### config.mk
export PLATFORM = sky130hd
export DESIGN_NAME = cfg_pio_engine
export DESIGN_NICKNAME = d
export VERILOG_FILES = /design/src/rtl/cfg_pio_pkg.sv /design/src/rtl/cfg_pio_timer.sv /design/src/rtl/cfg_pio_seq.sv /design/src/rtl/cfg_pio_engine.sv
export SDC_FILE = /design/constraint.sdc
export NUM_CORES = 1
export LEC_CHECK = 0
export BUFFER_PORTS_ARGS = -buffer_cell sky130_fd_sc_hd__buf_4
export CAP_MARGIN = 20
export CORE_UTILIZATION = 50
export DETAILED_ROUTE_END_ITERATION = 10
export PLACE_DENSITY = 0.78
export SLEW_MARGIN = 10
export SYNTH_ARGS = -nofsm -noshare
export SYNTH_HDL_FRONTEND = slang
export SYNTH_SLANG_ARGS = --single-unit
### constraint.sdc
create_clock -name clk -period 2.5 [get_ports clk]
set_input_delay 0.5 -clock clk [delete_from_list [all_inputs] [get_ports clk]]
set_output_delay 0.5 -clock clk [all_outputs]
set_load 0.02 [all_outputs]
### src/rtl/cfg_pio_pkg.sv
package cfg_pio_pkg;
   localparam int DW = 32;

   localparam logic [7:0] OFF_CTRL  = 8'h00;
   localparam logic [7:0] OFF_STAT  = 8'h04;
   localparam logic [7:0] OFF_ADRL  = 8'h08;
   localparam logic [7:0] OFF_ADRH  = 8'h0C;
   localparam logic [7:0] OFF_WDAT  = 8'h10;
   localparam logic [7:0] OFF_STRB  = 8'h14;
   localparam logic [7:0] OFF_RDAT  = 8'h18;
   localparam logic [7:0] OFF_START = 8'h1C;
   localparam logic [7:0] OFF_ISR   = 8'h20;

   localparam int BYP_BIT = 24;

   localparam logic [2:0] CODE_ABORT = 3'd4;

   typedef enum logic [1:0] {
      SQ_IDLE = 2'd0,
      SQ_REQ  = 2'd1,
      SQ_WAIT = 2'd2
   } seq_state_e;
endpackage

### src/rtl/cfg_pio_timer.sv
module cfg_pio_timer #(
   parameter int TIMEOUT_CYC = 16
) (
   input  logic clk,
   input  logic rst_n,
   input  logic busy,
   output logic expired
);
   localparam int CW = (TIMEOUT_CYC < 2) ? 1 : $clog2(TIMEOUT_CYC + 1);

   generate
      if (TIMEOUT_CYC == 0) begin : g_off
         assign expired = 1'b0;
      end else begin : g_on
         localparam logic [CW-1:0] LAST = CW'(TIMEOUT_CYC - 1);
         logic [CW-1:0] cnt;
         always_ff @(posedge clk) begin
            if (!rst_n || !busy) cnt <= '0;
            else if (cnt != LAST) cnt <= cnt + 1'b1;
         end
         assign expired = busy && (cnt == LAST);
      end
   endgenerate
endmodule

### src/rtl/cfg_pio_seq.sv
module cfg_pio_seq
   import cfg_pio_pkg::*;
#(
   parameter int TIMEOUT_CYC = 16
) (
   input  logic       clk,
   input  logic       rst_n,
   input  logic       launch,
   input  logic       req_ready,
   input  logic       cpl_valid,
   input  logic [2:0] cpl_code,
   input  logic       cpl_err,
   output logic       busy,
   output logic       req_valid,
   output logic       done,
   output logic [2:0] done_code,
   output logic       done_err
);
   seq_state_e st;
   logic       expired;
   logic       cpl_take;

   cfg_pio_timer #(.TIMEOUT_CYC(TIMEOUT_CYC)) i_timer (
      .clk     (clk),
      .rst_n   (rst_n),
      .busy    (busy),
      .expired (expired)
   );

   assign busy      = (st != SQ_IDLE);
   assign req_valid = (st == SQ_REQ);
   assign cpl_take  = (st == SQ_WAIT) && cpl_valid;
   assign done      = cpl_take || expired;
   assign done_code = cpl_take ? cpl_code : CODE_ABORT;
   assign done_err  = cpl_take ? cpl_err  : 1'b1;

   always_ff @(posedge clk) begin
      if (!rst_n) begin
         st <= SQ_IDLE;
      end else begin
         unique case (st)
            SQ_IDLE: if (launch) st <= SQ_REQ;
            SQ_REQ:  if (expired) st <= SQ_IDLE;
                     else if (req_ready) st <= SQ_WAIT;
            SQ_WAIT: if (done) st <= SQ_IDLE;
            default: st <= SQ_IDLE;
         endcase
      end
   end
endmodule

### src/rtl/cfg_pio_engine.sv
module cfg_pio_engine
   import cfg_pio_pkg::*;
#(
   parameter int REG_AW      = 8,
   parameter int TIMEOUT_CYC = 16,
   parameter bit HAS_HI_ADDR = 1'b1
) (
   input  logic              clk,
   input  logic              rst_n,
   input  logic              bus_wr,
   input  logic [REG_AW-1:0] bus_addr,
   input  logic [31:0]       bus_wdata,
   output logic [31:0]       bus_rdata,
   output logic              req_valid,
   input  logic              req_ready,
   output logic [3:0]        req_type,
   output logic              req_win_bypass,
   output logic [63:0]       req_addr,
   output logic [31:0]       req_wdata,
   output logic [3:0]        req_strobe,
   input  logic              cpl_valid,
   input  logic [2:0]        cpl_code,
   input  logic              cpl_err,
   input  logic [31:0]       cpl_data,
   output logic              irq
);
   initial begin
      if (REG_AW < 6) $error("REG_AW too small for register map");
      if (TIMEOUT_CYC == 1) $error("TIMEOUT_CYC must be 0 or at least 2");
   end

   logic        busy, done, done_err;
   logic [2:0]  done_code;
   logic [3:0]  ctrl_type;
   logic        ctrl_byp;
   logic [31:0] addr_lo, addr_hi, wdat_q, rd_data_q;
   logic [3:0]  strb_q;
   logic [2:0]  stat_code;
   logic        stat_np, stat_err, isr_q;
   logic        wr_ok, launch, rd_load;

   function automatic logic hit(input logic [REG_AW-1:0] a, input logic [7:0] off);
      return a == REG_AW'(off);
   endfunction

   assign wr_ok   = bus_wr && !busy;
   assign launch  = wr_ok && hit(bus_addr, OFF_START) && bus_wdata[0];
   assign rd_load = done && !ctrl_type[1] && (done_code == 3'd0) && !done_err;

   cfg_pio_seq #(.TIMEOUT_CYC(TIMEOUT_CYC)) i_seq (
      .clk       (clk),
      .rst_n     (rst_n),
      .launch    (launch),
      .req_ready (req_ready),
      .cpl_valid (cpl_valid),
      .cpl_code  (cpl_code),
      .cpl_err   (cpl_err),
      .busy      (busy),
      .req_valid (req_valid),
      .done      (done),
      .done_code (done_code),
      .done_err  (done_err)
   );

   always_ff @(posedge clk) begin
      if (!rst_n) begin
         ctrl_type <= '0;
         ctrl_byp  <= 1'b0;
         addr_lo   <= '0;
         wdat_q    <= '0;
         strb_q    <= '0;
      end else if (wr_ok) begin
         if (hit(bus_addr, OFF_CTRL)) begin
            ctrl_type <= bus_wdata[3:0];
            ctrl_byp  <= bus_wdata[BYP_BIT];
         end
         if (hit(bus_addr, OFF_ADRL)) addr_lo <= bus_wdata;
         if (hit(bus_addr, OFF_WDAT)) wdat_q  <= bus_wdata;
         if (hit(bus_addr, OFF_STRB)) strb_q  <= bus_wdata[3:0];
      end
   end

   generate
      if (HAS_HI_ADDR) begin : g_hi
         always_ff @(posedge clk) begin
            if (!rst_n) addr_hi <= '0;
            else if (wr_ok && hit(bus_addr, OFF_ADRH)) addr_hi <= bus_wdata;
         end
      end else begin : g_nohi
         assign addr_hi = '0;
      end
   endgenerate

   always_ff @(posedge clk) begin
      if (!rst_n) begin
         stat_code <= '0;
         stat_np   <= 1'b0;
         stat_err  <= 1'b0;
         rd_data_q <= '0;
         isr_q     <= 1'b0;
      end else begin
         if (done) begin
            stat_code <= done_code;
            stat_np   <= ctrl_type[3];
            stat_err  <= done_err;
         end
         if (rd_load) rd_data_q <= cpl_data;
         if (done) isr_q <= 1'b1;
         else if (bus_wr && hit(bus_addr, OFF_ISR) && bus_wdata[0]) isr_q <= 1'b0;
      end
   end

   always_comb begin
      bus_rdata = '0;
      if (hit(bus_addr, OFF_CTRL)) begin
         bus_rdata[3:0]     = ctrl_type;
         bus_rdata[BYP_BIT] = ctrl_byp;
      end
      if (hit(bus_addr, OFF_STAT)) bus_rdata[11:7] = {stat_err, stat_np, stat_code};
      if (hit(bus_addr, OFF_ADRL)) bus_rdata = addr_lo;
      if (hit(bus_addr, OFF_ADRH)) bus_rdata = addr_hi;
      if (hit(bus_addr, OFF_WDAT)) bus_rdata = wdat_q;
      if (hit(bus_addr, OFF_STRB)) bus_rdata[3:0] = strb_q;
      if (hit(bus_addr, OFF_RDAT)) bus_rdata = rd_data_q;
      if (hit(bus_addr, OFF_START)) bus_rdata[0] = busy;
      if (hit(bus_addr, OFF_ISR)) bus_rdata[0] = isr_q;
   end

   assign req_type       = ctrl_type;
   assign req_win_bypass = ctrl_byp;
   assign req_addr       = {addr_hi, addr_lo};
   assign req_wdata      = wdat_q;
   assign req_strobe     = strb_q;
   assign irq            = isr_q;
endmodule

* Word-level counts from Yosys, hierarchy flattened
Cells that the tools add are included.
Operators by class: reduce and logical (&&, ||, !) cells 27, shift operators 0, order comparisons 0, divide/modulo/power cells 0, multiplexer cells 19, bitwise gates (word level) 0, $mul 0, add/subtract/negate cells 1, eq/ne operators 15
Operators with widths (count):
- 2-to-1 mux 32 bit | 4
- equality test 8 x 5 -> 1 bit (second input constant) | 4
- equality test 8 x 4 -> 1 bit (second input constant) | 2
- logical AND 1 bit | 11
- equality test 8 x 3 -> 1 bit (second input constant) | 1
- equality test 8 x 6 -> 1 bit (second input constant) | 1
- logical NOT 8 bit | 1
- 2-to-1 mux 2 bit | 4
- 2-to-1 mux 4 bit | 2
- AND reduction 2 bit | 4
- 2-to-1 mux 1 bit | 6
- case mux 2 bit (3 select lines) | 1
- adder 5 x 1 -> 5 bit (second input constant) | 1
- equality test 5 x 4 -> 1 bit (second input constant) | 1
- 2-to-1 mux 5 bit | 1
- != test 5 x 4 -> 1 bit (second input constant) | 1
- logical NOT 1 bit | 4
- nonzero test 2 bit | 2
- logical NOT 3 bit | 1
- 2-to-1 mux 3 bit | 1
- != test 3 x 1 -> 1 bit (second input constant) | 1
- AND reduction 3 bit | 1
- equality test 2 x 1 -> 1 bit (second input constant) | 1
- equality test 2 bit (second input constant) | 1
- 4 further kinds | 5
Storage, ports and cells: input bits 81, latch bits 0, memories 0, RAM bits 0, logic and storage cells 75, bits in registers 150, bits in read-only memories 0

* Logic depth before layout (Yosys ltp)
Gate-level depths: netlist of run 1.
depth after elaboration 9, gate-level depth with buffers 8

* Modules after synthesis
A second synthesis of run 1 with hierarchy kept.
Unflattened totals: cells, all modules 843, area total of the unflattened synthesis 6921.6 um2
Modules (own cells, without submodules):
- cfg_pio_engine | area an instance 6515.0 um2, times used 1, sequential area each 2862.7 um2, cells an instance 798
- cfg_pio_timer | area an instance 252.7 um2, times used 1, sequential area each 100.1 um2, cells an instance 25
- cfg_pio_seq | area an instance 153.9 um2, times used 1, sequential area each 40.0 um2, cells an instance 20

* Worst setup path before layout of run 1
OpenSTA, ideal clock, no wires.
path kind input to output, from input bus_addr[2], to output bus_rdata[12], path buffers 2, arrival time 1946 ps, stages on the path 5, data required time 2000 ps, setup slack 54 ps, path through nor4b_2 -> buf_4 -> clkbuf_1 -> a22oi_1 -> o21ai_0
On the way: word-level cells in the longest chain between the ends 5, elaborated cells between the ends (all ways) 8, those cells by class eq/ne: 4; mux: 4
RTL lines:
- from (decl) | line cfg_pio_engine.sv:11 | input logic [REG_AW-1:0] bus_addr,
- equality test 8 x 4 -> 1 bit | line cfg_pio_engine.sv:43 | return a == REG_AW'(off);
- 2-to-1 mux 32 bit | line cfg_pio_engine.sv:120 | if (hit(bus_addr, OFF_ADRL)) bus_rdata = addr_lo;
- 2-to-1 mux 32 bit | line cfg_pio_engine.sv:121 | if (hit(bus_addr, OFF_ADRH)) bus_rdata = addr_hi;
- 2-to-1 mux 32 bit | line cfg_pio_engine.sv:122 | if (hit(bus_addr, OFF_WDAT)) bus_rdata = wdat_q;
- 2-to-1 mux 32 bit (*) | line cfg_pio_engine.sv:124 | if (hit(bus_addr, OFF_RDAT)) bus_rdata = rd_data_q;
- to (decl) | line cfg_pio_engine.sv:13 | output logic [31:0] bus_rdata,
Every way passes the cells marked *; elsewhere a longest branch is shown, timed or not.

* Worst setup path in the final report of run 1
from input bus_addr[3], to output bus_rdata[17]
The elaborated chain is that of the path after synthesis.

==> results.md, run 1 <==
- The run finished with clean final reports.
- The category of the critical setup timing path is in2out.
- The total number of nets in the final design is 1131.
- The critical path goes through buf_4 -> nor4_4 -> buf_4 -> buf_4 -> a22oi_1 -> o22ai_1 -> buf_4.
- Measured against its own limit, the worst slew margin works out to 62.4%.
- The most instantiated flip-flop cell in the synthesis netlist is sky130_fd_sc_hd__dfxtp_1.
- The total of warnings raised by yosys is 0.
- The count of pins over their slew limit came to 0.
- At the end of routability-driven placement, the weighted congestion stood at 0.884.
- The number of buffers and inverters on the critical path is 4.
- In the post-synthesis netlist, the biggest area contributors are sky130_fd_sc_hd__dfxtp_1, sky130_fd_sc_hd__nand2_1, sky130_fd_sc_hd__a21boi_1.
- The beginning of the worst register-to-register path is i_seq.i_timer.g_on.cnt[0].
- The worst-case register-to-register setup slack is 0.53 ns.
- In this run the critical register-to-register path is captured at stat_code[0].
- The power density over the cells is 562 nW/um^2.
- The most critical setup path has its endpoint at bus_rdata[17].
- The starting density of the core is 51.6%.
- Yosys mapped the design onto 52 distinct sky130hd cell types.
- Timing would allow up to 0.411 GHz.
- The count of maximum capacitance violations is 0.
- Synthesis produced a netlist with a net count of 924.
- For this run, the slowest stage of the critical path takes 0.32 ns.
- The overall die area is 14200 um^2.
- The capturing element type of the critical path is an output port.
- The first element of the critical path is bus_addr[3].
- The fraction of post-synthesis cell area in the top cell type by area is 43.7%.
- The worst clock skew on the final layout is 0.00417 ns.
- Across all setup checks in the final design, the least slack found is 0.0669 ns.
- After Yosys synthesis, XOR and XNOR cells account for 0.383% of the synthesized area.
- The die height is 119 um.
- The number of design-rule violations left by the first detailed-router iteration is 594.
- The critical path data arrival time is 1.93 ns.
- Total power for the finished layout comes to 5.34 mW.
- The most repeated cell in the gate-level netlist after synthesis is sky130_fd_sc_hd__nand2_1.
- The cell sitting at the root of the clock tree is a sky130_fd_sc_hd__clkbuf_16.
- The worst hold path belongs to the class in2reg.
- During placement, the flow inserted port buffers numbering 219.
- The final count of hold timing violations came to 0.
- The final setup violation count is 0.
- By count the netlist is led by sky130_fd_sc_hd__nand2_1, sky130_fd_sc_hd__dfxtp_1, sky130_fd_sc_hd__a21boi_1, sky130_fd_sc_hd__a22oi_1, sky130_fd_sc_hd__clkbuf_1.
- The logic depth of the worst register-to-register path is 7.
- In this run, placement finished with an instance count of 1205.
- Summing all flip-flop and latch instances after layout gives 3000 um^2.
- The post-synthesis adder-cell area fraction is 0.365%.
- In the final timing run, aggregate negative setup slack is 0 ns.
- The leading area contributor after synthesis is sky130_fd_sc_hd__dfxtp_1.
- The pin count of the biggest net entering global routing is 77.
- The number of global-route vias before repair came to 6493.
- Final hold analysis gives a worst-case slack of 0.322 ns.
- The total number of placement rows is 42.
- The die is 119 um wide.
- The repair_antennas step left the layout with diodes totalling 0.
- Excluding fillers, the count of instances in the completed layout stands at 1237.
- Synthesis inferred 150 register bits.
- In the final routed layout, each cell accounts on average for 18.1 um.
- After detailed routing, the number of remaining DRC violations is 0.
- Broken down by cell family, the worst path's largest delay share belongs to buffers and inverters.
- The endpoint required time on the critical path is 2.00 ns.
- The initial antenna violation count is 0.
- Once detail routing completed, the nets flagged for antenna violations numbered 0.
- Setup repair after global routing left no endpoint under its margin.
- IR analysis of the VDD net gives a maximum drop of 0.000391 V.
- Pin placement for this block handled 220 I/O pins.
- The number of gates on the worst path with buffers counted is 7.
- Of all nets on the critical path, the largest fanout is 9.
- The startpoint kind of the worst setup timing path is a primary input.
- The CTS clock-pin slew for the worst setup and hold paths is 0.06 ns.
- The clock tree from TritonCTS is built.
- Once detailed placement completed, the half-perimeter wirelength came to 15.1 mm.
- Global routing finished with a remaining overflow of 0.
- The later pin in the worst-skew pair is clocked with a latency of 0.42 ns.
- The share of the synthesized area in compound gates (AO/OA/AOI/OAI) is 25.4%.
- The clock sink count is 150.
- The clock passes through at most 2 buffers.
- Summing the areas of all and, or, nand and nor instances in the mapped netlist gives 23.1% of the synthesized area.
- For this run, the detailed router's first-pass iteration total came to 5.
- Yosys mapped a number of flops with a built-in enable equal to 0.
- Dividing the final minimum period by the clock period gives 97.3%.
- After synthesis, the largest family of logic cells by area is compound AO/OA/AOI/OAI gates.
- The share of async-settable or async-resettable flops after synthesis is 0%.
- The area growth from synthesis to final layout is 38.5%.
- Each instance of the synthesized netlist takes up on average 8.16 um^2.
- Cells with a size suffix above 1 make up 29.6% of the layout.
- The pre-CTS worst setup slack is 0.0273 ns.
- Of the synthesized area, sequential elements account for 43.7%.
- Counting the buffers created by CTS gives 17.
- Summed over all cells, the static leakage comes to 3.80 nW.
- For this run, the total global-route usage over all layers was measured as 31.5%.
- Summing over every cut layer, the via total after detailed routing is 6996.
- On the critical path, the stage with the largest delay is an instance of sky130_fd_sc_hd__nor4_4.
- The post-detailed-route via-to-cell ratio is 5.66.
- The filler cell count in the final layout is 1071.
- The routed wire length is 22.3 mm.
- The cell area that synthesis handed to floorplanning was 6860 um^2.
- The clock tree synthesis step divided the H-tree into 4 levels.
- The mux contribution to synthesized area is 2.17%.
- The multi-input combinational cell area is 3610 um^2.
- The most numerous cell type found on the critical path is sky130_fd_sc_hd__buf_4.
- The wire length of the first global-routing pass is 34.4 mm.
- The total area inside the core boundary comes to 13300 um^2.
- The worst-margin pin slew is 0.559 ns.
- The time the worst path needs with I/O delays and setup is 2.43 ns.
- Synthesis handed over a netlist of 841 instances.
## cells by family after synthesis
group | Yosys count
adder cells (fa/ha/maj) | 2
flip-flops | 150
AND/OR/NAND/NOR | 365
buffers and inverters | 69
AO/OA/AOI/OAI | 238
multiplexers | 14
XOR/XNOR | 3
## registers in the layout, indices dropped and copies added (netlist names)
| name | cells |
|---|---|
| rd_data_q | 32 |
| req_wdata | 32 |
| stat_err | 1 |
| stat_code | 3 |
| i_seq.i_timer.g_on.cnt | 5 |
| i_seq.st | 2 |
| stat_np | 1 |
| req_win_bypass | 1 |
| irq | 1 |
| req_type | 4 |
| addr_hi | 32 |
| req_strobe | 4 |
| addr_lo | 32 |
## metrics by stage
step                instance area, um^2  util [%]
detailed placement                 8860      66.6
finish                             9500      71.5
global placement                   8860      66.6
floorplan                          6860         -
global route                       9500      71.5
CTS                                9480      71.3
## power breakdown
group	leakage (nW)	internal [mW]	switching, mW
sequential	1.21	2.39	0.00192
combinational	2.30	0.156	0.148
clock	0.290	1.64	1.00
## what timing repair did
item                                    in CTS  in global routing
endpoints found under the setup margin       0                 13
gates resized for setup                      0                  6
setup buffers                                0                  0
hold endpoints to repair                     0                  0
hold buffers                                 0                  0
## routing by layer
metal | share of wire [%] | up-vias | track usage [%]
met1 | 41 | 3318 | 39.8
met3 | 8.3 | 45 | 6.32
li1 | - | 3309 | -
met5 | 0 | - | 0
met2 | 47 | 324 | 51.9
met4 | 2.9 | 0 | 13.3
## worst min-delay path by stage
| stage | end | start | slack (ns) | depth (start not counted) |
|---|---|---|---|---|
| floorplan | rd_data_q[12] | rd_data_q[12] | 0.43 | 2 |
| global placement | rd_data_q[14] | rd_data_q[14] | 0.44 | 2 |
| detailed placement | rd_data_q[20] | rd_data_q[20] | 0.45 | 2 |
| CTS | rd_data_q[11] | cpl_data[11] | 0.31 | 3 |
| global route | rd_data_q[11] | cpl_data[11] | 0.32 | 3 |
| finish | rd_data_q[11] | cpl_data[11] | 0.32 | 3 |
## cells in the final DEF (no fill, tap or decap), types with 5 or more instances in the layout
cell | netlist | layout
sky130_fd_sc_hd__nor3b_1 | 5 | 5
sky130_fd_sc_hd__a22oi_1 | 37 | 37
sky130_fd_sc_hd__a21oi_1 | 5 | 5
sky130_fd_sc_hd__dfxtp_1 | 150 | 150
sky130_fd_sc_hd__and3_1 | 13 | 13
sky130_fd_sc_hd__mux2i_1 | 7 | 7
sky130_fd_sc_hd__nand2_1 | 274 | 273
sky130_fd_sc_hd__a21boi_0 | 19 | 19
sky130_fd_sc_hd__buf_12 | 0 | 10
sky130_fd_sc_hd__mux2_2 | 7 | 7
sky130_fd_sc_hd__a311oi_1 | 8 | 8
sky130_fd_sc_hd__nand3_1 | 9 | 5
sky130_fd_sc_hd__o21ai_1 | 8 | 8
sky130_fd_sc_hd__o21ai_0 | 19 | 19
sky130_fd_sc_hd__clkinvlp_4 | 0 | 5
sky130_fd_sc_hd__nand3_2 | 1 | 5
sky130_fd_sc_hd__buf_4 | 2 | 246
sky130_fd_sc_hd__clkbuf_16 | 0 | 17
sky130_fd_sc_hd__o22ai_1 | 5 | 5
sky130_fd_sc_hd__a221o_1 | 5 | 5
sky130_fd_sc_hd__a21boi_1 | 115 | 115
sky130_fd_sc_hd__nor2b_1 | 13 | 13
sky130_fd_sc_hd__nor2_1 | 28 | 28
## tightest hold or removal path: stages
cell and delay (ns):
sky130_fd_sc_hd__buf_4 0.11, sky130_fd_sc_hd__nand2_1 0.04, sky130_fd_sc_hd__a21boi_1 0.05
## final cells by class
cell class                      instances  area share, %
Multi-Input combinational cell        622           38.0
Sequential cell                       150           31.6
Timing Repair Buffer                  256           21.5
Clock buffer                           20           4.91
Tap cell                              176           2.32
Clock inverter                         12           1.59
Inverter                                1         0.0395
(Power assumes the default switching activity.)
==> inputs of run 2 (changes only) <==
--- a/config.mk
+++ b/config.mk
@@ -7,9 +7,10 @@
 export LEC_CHECK = 0
 export BUFFER_PORTS_ARGS = -buffer_cell sky130_fd_sc_hd__buf_4
 export CAP_MARGIN = 20
-export CORE_UTILIZATION = 50
+export CORE_UTILIZATION = 46
 export DETAILED_ROUTE_END_ITERATION = 10
-export PLACE_DENSITY = 0.78
+export PLACE_DENSITY = 0.75
+export REMOVE_ABC_BUFFERS = 1
 export SLEW_MARGIN = 10
 export SYNTH_ARGS = -nofsm -noshare
 export SYNTH_HDL_FRONTEND = slang
==> constraint.sdc (replaced) <==
create_clock -name clk -period 2 [get_ports clk]
set_input_delay 0.4 -clock clk [delete_from_list [all_inputs] [get_ports clk]]
set_output_delay 0.4 -clock clk [all_outputs]
set_load 0.02 [all_outputs]
==> results.md, run 2 (same netlist as run 1, synthesis figures left out) <==
- The checks that failed: negative setup slack.
- The worst-path maximum fanout was 8 (was 9).
- The number of global-route vias before repair is 6440 (was 6493).
- The final weighted congestion of routability-driven global placement is 0.882 (was 0.884).
- The wire length of the first global-routing pass was 34.2 mm (was 34.4 mm).
- Derived from the worst setup path, the maximum achievable clock frequency is 0.476 GHz.
- The routed wire length is 23.0 mm (was 22.3 mm).
- The beginning of the worst register-to-register path is req_type[1] (was i_seq.i_timer.g_on.cnt[0]).
- The routed wirelength normalized by instance count is 17.9 um (was 18.1 um).
- The number of design-rule violations left by the first detailed-router iteration was 530 (was 594).
- The remaining design rule violation count is 0 (unchanged).
- The overall die area is 15400 um^2 (was 14200 um^2).
- The count of maximum capacitance violations is 0 (unchanged).
- The capture instance of the worst register-to-register path is rd_data_q[0] (was stat_code[0]).
- The total number of H-tree levels was 4 (unchanged).
- The power density over the cells came to 673 nW/um^2 (was 562 nW/um^2).
- The critical path data arrival time came to 1.70 ns (was 1.93 ns).
- The port buffer count is 219 (unchanged).
- The die height is 124 um (was 119 um).
- The pre-CTS worst setup slack is -0.165 ns (was 0.0273 ns).
- The design area is 10300 um^2 (was 9500 um^2).
- The total global-route track usage is 29.5% (was 31.5%).
- The static leakage is 4.13 nW (was 3.80 nW).
- The initial antenna violation count is 0 (unchanged).
- The area growth from synthesis to final layout was 49.5% (was 38.5%).
- The worst clock skew on the final layout came to 0.00683 ns (was 0.00417 ns).
- The overall die width is 124 um (was 119 um).
- The maximum resistive drop on vdd is 0.000541 V (was 0.000391 V).
- The clock tree from TritonCTS is built (unchanged).
- The max-slew headroom at the worst pin is 60.8% (was 62.4%).
- The number of top-level pins is 220 (unchanged).
- The capture point of the critical path was bus_rdata[13] (was bus_rdata[17]).
- The total number of placement rows was 44 (was 42).
- The capturing element type of the critical path is an output port (unchanged).
- The number of optimization iterations in the first detailed-route pass is 5 (unchanged).
- The antenna violation net count after detailed routing was 0 (unchanged).
- The total number of nets in the final design is 1170 (was 1131).
- The leading cell type in the layout, fill and taps excluded was sky130_fd_sc_hd__nand2_1 (unchanged).
- The core footprint is 14500 um^2 (was 13300 um^2).
- Crit path cell chain: buf_8 -> nor4b_4 -> and2_4 -> buf_12 -> buf_12 -> nand2_2 -> o21ai_1 -> buf_4 (was buf_4 -> nor4_4 -> buf_4 -> buf_4 -> a22oi_1 -> o22ai_1 -> buf_4).
- The half-perimeter wire length after placement is 15.8 mm (was 15.1 mm).
- The endpoint required time on the critical path was 1.60 ns (was 2.00 ns).
- The final setup violation count is 29 (was 0).
- The final standard cell utilization of the core is 70.6% (was 71.5%).
- The worst path setup slack after routing is -0.0992 ns (was 0.0669 ns).
- The startpoint kind of the worst setup timing path is a primary input (unchanged).
- The root cell of the clock tree is sky130_fd_sc_hd__clkbuf_16 (unchanged).
- The number of gates on the worst path with buffers counted is 8 (was 7).
- The number of diodes added for antenna fixing is 0 (unchanged).
- The logic depth of the worst register-to-register path is 5 (was 7).
- The dominant cell type by count on the critical path is sky130_fd_sc_hd__buf_12 (was sky130_fd_sc_hd__buf_4).
- The gate family responsible for the most delay along the worst path is simple AND/OR/NAND/NOR gates (was buffers and inverters).
- The clock buffer count from CTS is 17 (unchanged).
- The CTS clock-pin slew for the worst setup and hold paths came to 0.06 ns (about the same).
- The final count of hold timing violations is 0 (unchanged).
- Leading cell types in the layout, fill and taps excluded: sky130_fd_sc_hd__nand2_1, sky130_fd_sc_hd__buf_4, sky130_fd_sc_hd__dfxtp_1 (unchanged).
- RSZ-0062 raised after global routing: true (was false).
- The worst-case register-to-register setup slack is 0.15 ns (was 0.53 ns).
- For the finished layout, the period the worst path requires is 2.10 ns.
- The first element of the critical path is bus_addr[7] (was bus_addr[3]).
- The worst-margin pin slew came to 0.583 ns (was 0.559 ns).
- The count of pins over their slew limit is 0 (unchanged).
- The aggregate global routing overflow is 0 (unchanged).
- The final critical path takes up 105% of the cycle.
- The worst hold-check path type was in2reg (unchanged).
- The number of buffers on the longest clock path was 2 (unchanged).
- The number of buffers and inverters on the critical path is 4 (unchanged).
- The via total after detailed routing came to 7106 (was 6996).
- The layout cell share with drive strength beyond 1 is 34.6% (was 29.6%).
- The cell at the slowest stage of the critical path is sky130_fd_sc_hd__nor4b_4 (was sky130_fd_sc_hd__nor4_4).
- Status: finished, violations left (was completed).
- The summed negative setup slack over all endpoints is -1.75 ns (was 0 ns).
- The longest individual stage delay on the worst path is 0.38 ns (was 0.32 ns).
- The starting density of the core is 47.2% (was 51.6%).
- The post-detailed-route via-to-cell ratio is 5.53 (was 5.66).
- The cell area after placement is 9180 um^2 (was 8860 um^2).
- The pin count of the biggest net entering global routing came to 59 (was 77).
- The clock sink count is 150 (unchanged).
- The category of the critical setup timing path was in2out (unchanged).
- The clock insertion delay at the later pin of the skew report is 0.42 ns (about the same).
## run 2: cell count changes in the layout (fill, tap and decap cells not counted), moves of 4 or more
cell	delta
sky130_fd_sc_hd__o21ai_1	+7
sky130_fd_sc_hd__nand2_2	+4
sky130_fd_sc_hd__buf_8	+5
sky130_fd_sc_hd__o21ai_0	-9
sky130_fd_sc_hd__nand2_1	-5
sky130_fd_sc_hd__clkinvlp_4	-4
sky130_fd_sc_hd__a22oi_2	+12
sky130_fd_sc_hd__buf_12	+9
sky130_fd_sc_hd__buf_6	+23
sky130_fd_sc_hd__a22oi_1	-12
## run 2: what timing repair did
item,in CTS,in global routing
cloned,1,2
gates resized for setup,53,35
setup buffers,3,5
hold buffers,0,0
setup endpoints to repair,32,32
pin swaps,10,10
## run 2: how the worst min path moves through the flow
stage	startpoint	to	slack [ns]	cells after the start
4_1_cts	cpl_data[30]	rd_data_q[30]	0.22	3
3_5_place_dp	rd_data_q[17]	rd_data_q[17]	0.45	2
5_1_grt	cpl_data[25]	rd_data_q[25]	0.22	3
3_3_place_gp	rd_data_q[5]	rd_data_q[5]	0.44	2
2_1_floorplan	rd_data_q[12]	rd_data_q[12]	0.43	2
6_report	cpl_data[7]	rd_data_q[7]	0.22	3
## run 2: routing by layer
metal | track usage, % | vias to the layer above | part of all wire [%]
met5 | 0 | - | 0
met4 | 12.1 | 0 | 2.9
met3 | 6.82 | 49 | 7.0
met2 | 49.5 | 283 | 48
met1 | 36.1 | 3394 | 42
li1 | - | 3380 | -
## run 2: worst reg2reg max path, cell delays in order, from the launching register on
cell                       delay [ns]
sky130_fd_sc_hd__dfxtp_1         0.35
sky130_fd_sc_hd__or4_1           0.59
sky130_fd_sc_hd__or3_1           0.41
sky130_fd_sc_hd__buf_4           0.23
sky130_fd_sc_hd__nand2_1         0.07
sky130_fd_sc_hd__a21boi_0        0.08
## run 2: per-stage QoR
| stage | power (mW) | instances | hold WS (ns) |
|---|---|---|---|
| 2_1_floorplan | 3.15 | 773 | 0.435 |
| 3_3_place_gp | 3.46 | 1241 | 0.441 |
| 3_5_place_dp | 3.46 | 1241 | 0.446 |
| 4_1_cts | 6.91 | 1277 | 0.215 |
| 5_1_grt | 7.09 | 1284 | 0.218 |
| 6_report | 6.91 | 1284 | 0.222 |
## run 2: power breakdown
part	total [mW]	switching [mW]	internal, mW	leakage [nW]
Sequential	2.99	0.00232	2.99	1.21
Combinational	0.440	0.203	0.237	2.61
Clock	3.47	1.22	2.25	0.316
## run 2: final cells by class
cell class,count,area (um^2)
fillers,1177,4280
multi-input cells,622,3760
flip-flops and latches,150,3000
repair buffers,295,2610
clock buffers,24,502
well taps,184,230
clock inverters,8,143
inverters,1,3.75
==> inputs of run 3 (changes only) <==
--- a/config.mk
+++ b/config.mk
@@ -7,9 +7,11 @@
 export LEC_CHECK = 0
 export BUFFER_PORTS_ARGS = -buffer_cell sky130_fd_sc_hd__buf_4
 export CAP_MARGIN = 20
-export CORE_UTILIZATION = 46
+export CELL_PAD_IN_SITES_DETAIL_PLACEMENT = 0
+export CELL_PAD_IN_SITES_GLOBAL_PLACEMENT = 1
+export CORE_UTILIZATION = 30
 export DETAILED_ROUTE_END_ITERATION = 10
-export PLACE_DENSITY = 0.75
+export PLACE_DENSITY = 0.69
 export REMOVE_ABC_BUFFERS = 1
 export SLEW_MARGIN = 10
 export SYNTH_ARGS = -nofsm -noshare
==> results.md, run 3 (same netlist as run 1, synthesis figures left out) <==
- Status: finished, violations left (unchanged).
- Failing checks: negative setup slack (unchanged).
- The net switching power is 1.54 mW (was 1.43 mW).
- The time the worst path needs with I/O delays and setup was 2.08 ns (was 2.10 ns).
- The aggregate global routing overflow came to 0 (unchanged).
- The half-perimeter wire length after placement came to 18.3 mm (was 15.8 mm).
- The critical path data arrival time is 1.68 ns (was 1.70 ns).
- The capturing element type of the critical path is an output port (unchanged).
- The clock sink count is 150 (unchanged).
- The global routing met2 resource utilization came to 37.0% (was 49.5%).
- The part of the power in registers is 44.8% (was 43.3%).
- The longest individual stage delay on the worst path was 0.31 ns (was 0.38 ns).
- The count of placed standard cells including taps is 1340 (was 1241).
- The routed wire length is 26.8 mm (was 23.0 mm).
- The part of the cycle the worst path needs was 104% (was 105%).
- The overall die area came to 23500 um^2 (was 15400 um^2).
- The number of optimization iterations in the first detailed-route pass is 6 (was 5).
- The die height is 153 um (was 124 um).
- The power density over the cells is 633 nW/um^2 (was 673 nW/um^2).
- The endpoint required time on the critical path is 1.60 ns (about the same).
- The port buffer count is 219 (unchanged).
- The number of global-route vias before repair came to 6586 (was 6440).
- The dominant cell type by count on the critical path is sky130_fd_sc_hd__buf_12 (unchanged).
- The routed wirelength normalized by instance count is 19.2 um (was 17.9 um).
- The total number of placement rows is 54 (was 44).
- The leading cell type in the layout, fill and taps excluded is sky130_fd_sc_hd__nand2_1 (unchanged).
- The global-route layer with the greatest usage is met2 (unchanged).
- The worst-margin pin slew was 0.613 ns (was 0.583 ns).
- The initial antenna violation count was 0 (unchanged).
- The global routing met1 resource utilization was 30.4% (was 36.1%).
- The pin count of the biggest net entering global routing is 59 (unchanged).
- The post-detailed-route via-to-cell ratio was 4.98 (was 5.53).
- The overall die width is 153 um (was 124 um).
- The filler cell count in the final layout is 2179 (was 1177).
- The startpoint kind of the worst setup timing path is a primary input (unchanged).
- The count of maximum capacitance violations is 0 (unchanged).
- The worst-path maximum fanout is 6 (was 8).
- The internal power component was 5.14 mW (was 5.48 mW).
- The static leakage is 4.17 nW (was 4.13 nW).
- The clock insertion delay at the later pin of the skew report is 0.43 ns (was 0.42 ns).
- The count of pins over their slew limit came to 0 (unchanged).
- The clock network power share is 48.2% (was 50.3%).
- The number of buffers and inverters on the critical path is 4 (unchanged).
- The final count of hold timing violations was 0 (unchanged).
- The via total after detailed routing is 6931 (was 7106).
- The highest attainable clock frequency is 0.481 GHz (was 0.476 GHz).
- The global-route met3 utilization is 5.36% (was 6.82%).
- The layout cell share with drive strength beyond 1 is 37.6% (was 34.6%).
- The gate family responsible for the most delay along the worst path is buffers and inverters (was simple AND/OR/NAND/NOR gates).
- The total global-route track usage was 22.7% (was 29.5%).
- The total number of H-tree levels came to 4 (unchanged).
- RSZ-0062 raised after global routing: true (unchanged).
- The antenna violation net count after detailed routing is 0 (unchanged).
- The final weighted congestion of routability-driven global placement is 0.776 (was 0.882).
- The core footprint is 22200 um^2 (was 14500 um^2).
- The number of design-rule violations left by the first detailed-router iteration is 372 (was 530).
- The cell at the slowest stage of the critical path was sky130_fd_sc_hd__nor4bb_4 (was sky130_fd_sc_hd__nor4b_4).
- The number of diodes added for antenna fixing came to 0 (unchanged).
- The area growth from synthesis to final layout came to 53.6% (was 49.5%).
- The part of the total power dissipated in combinational logic came to 7.0% (was 6.4%).
- The worst clock skew on the final layout is 0.00638 ns (was 0.00683 ns).
- The worst path setup slack after routing is -0.0788 ns (was -0.0992 ns).
- The remaining design rule violation count is 0 (unchanged).
- The wire length of the first global-routing pass was 40.4 mm (was 34.2 mm).
- The clock buffer count from CTS came to 17 (unchanged).
- The switching share of power is 23.0% (was 20.7%).
- The total number of nets in the final design is 1183 (was 1170).
- The starting density of the core is 31.0% (was 47.2%).
- The clock tree from TritonCTS was built (unchanged).
- The summed negative setup slack over all endpoints came to -1.41 ns (was -1.75 ns).
- The number of buffers on the longest clock path is 2 (unchanged).
- The maximum resistive drop on vdd is 0.000532 V (was 0.000541 V).
- Leading cell types in the layout, fill and taps excluded: sky130_fd_sc_hd__nand2_1, sky130_fd_sc_hd__buf_4, sky130_fd_sc_hd__dfxtp_1 (unchanged).
- Crit path cell chain: buf_12 -> nor4bb_4 -> buf_6 -> buf_12 -> and3_4 -> a311oi_2 -> o21ai_1 -> buf_4 (was buf_8 -> nor4b_4 -> and2_4 -> buf_12 -> buf_12 -> nand2_2 -> o21ai_1 -> buf_4).
- The category of the critical setup timing path is in2out (unchanged).
- The worst hold-check path type is in2reg (unchanged).
- The max-slew headroom at the worst pin was 58.7% (was 60.8%).
- The root cell of the clock tree is sky130_fd_sc_hd__clkbuf_16 (unchanged).
- The final non-filler cell total came to 1393 (was 1284).
- The final worst hold slack came to 0.215 ns (was 0.222 ns).
- The CTS clock-pin slew for the worst setup and hold paths is 0.07 ns (was 0.06 ns).
- The number of top-level pins is 220 (unchanged).
- The final setup violation count was 27 (was 29).
run 3: worst paths after layout:
kind | depth (start not counted) | from | to | slack, ns
worst max register to register | 5 | req_type[1] | rd_data_q[31] | 0.19
worst min register to register | 2 | rd_data_q[21] | rd_data_q[21] | 0.45
worst min-delay path | 3 | cpl_data[20] | rd_data_q[20] | 0.22
worst max-delay path | 8 | bus_addr[0] | bus_rdata[20] | -0.08
run 3: per-stage QoR:
stage	area (um^2)	setup slack (ns)	power (mW)	utilization, %
after global placement	9300	-0.244	3.47	42.0
after floorplan	6540	-1.87	3.15	-
after detailed placement	9300	-0.281	3.47	42.0
final	10500	-0.0788	6.67	47.6
after global routing	10500	-0.166	6.92	47.6
after CTS	10500	-0.0978	6.74	47.2
run 3: worst register-to-register path, delay by kind of cell (launching register included):
family | cells | cell delay (ns)
buffers and inverters | 1 | 0.23
AND/OR/NAND/NOR | 3 | 1.08
AO/OA/AOI/OAI | 1 | 0.07
flip-flops | 1 | 0.33
run 3: repair_timing:
item,CTS,global route
resized for setup,101,26
setup endpoints to repair,32,32
pin swaps,30,19
hold buffers,0,0
gates cloned,4,0
buffers inserted,18,3
run 3: routing by layer:
layer	wire length, um	part of all wire (%)
met1	12300	46
met2	12700	48
met3	1460	5.5
met4	221	0.83
met5	0	0
run 3: layout make-up:
cell class / instances / area (um^2) / share of cell area, %
timing repair buffer: 308 / 2730 / 25.9
clock inverter: 12 / 126 / 1.20
clock buffer: 20 / 457 / 4.33
tap: 280 / 350 / 3.32
inverter: 1 / 3.75 / 0.0356
sequential: 150 / 3010 / 28.6
multi-input combinational: 622 / 3860 / 36.7
run 3: power by group through the flow:
stage	combinational (mW)	clock (mW)	sequential (mW)
finish	0.464	3.22	2.99
global placement	0.412	0	3.06
floorplan	0.0914	0	3.06
global route	0.490	3.44	2.99
CTS	0.461	3.29	2.99
detailed placement	0.412	0	3.06
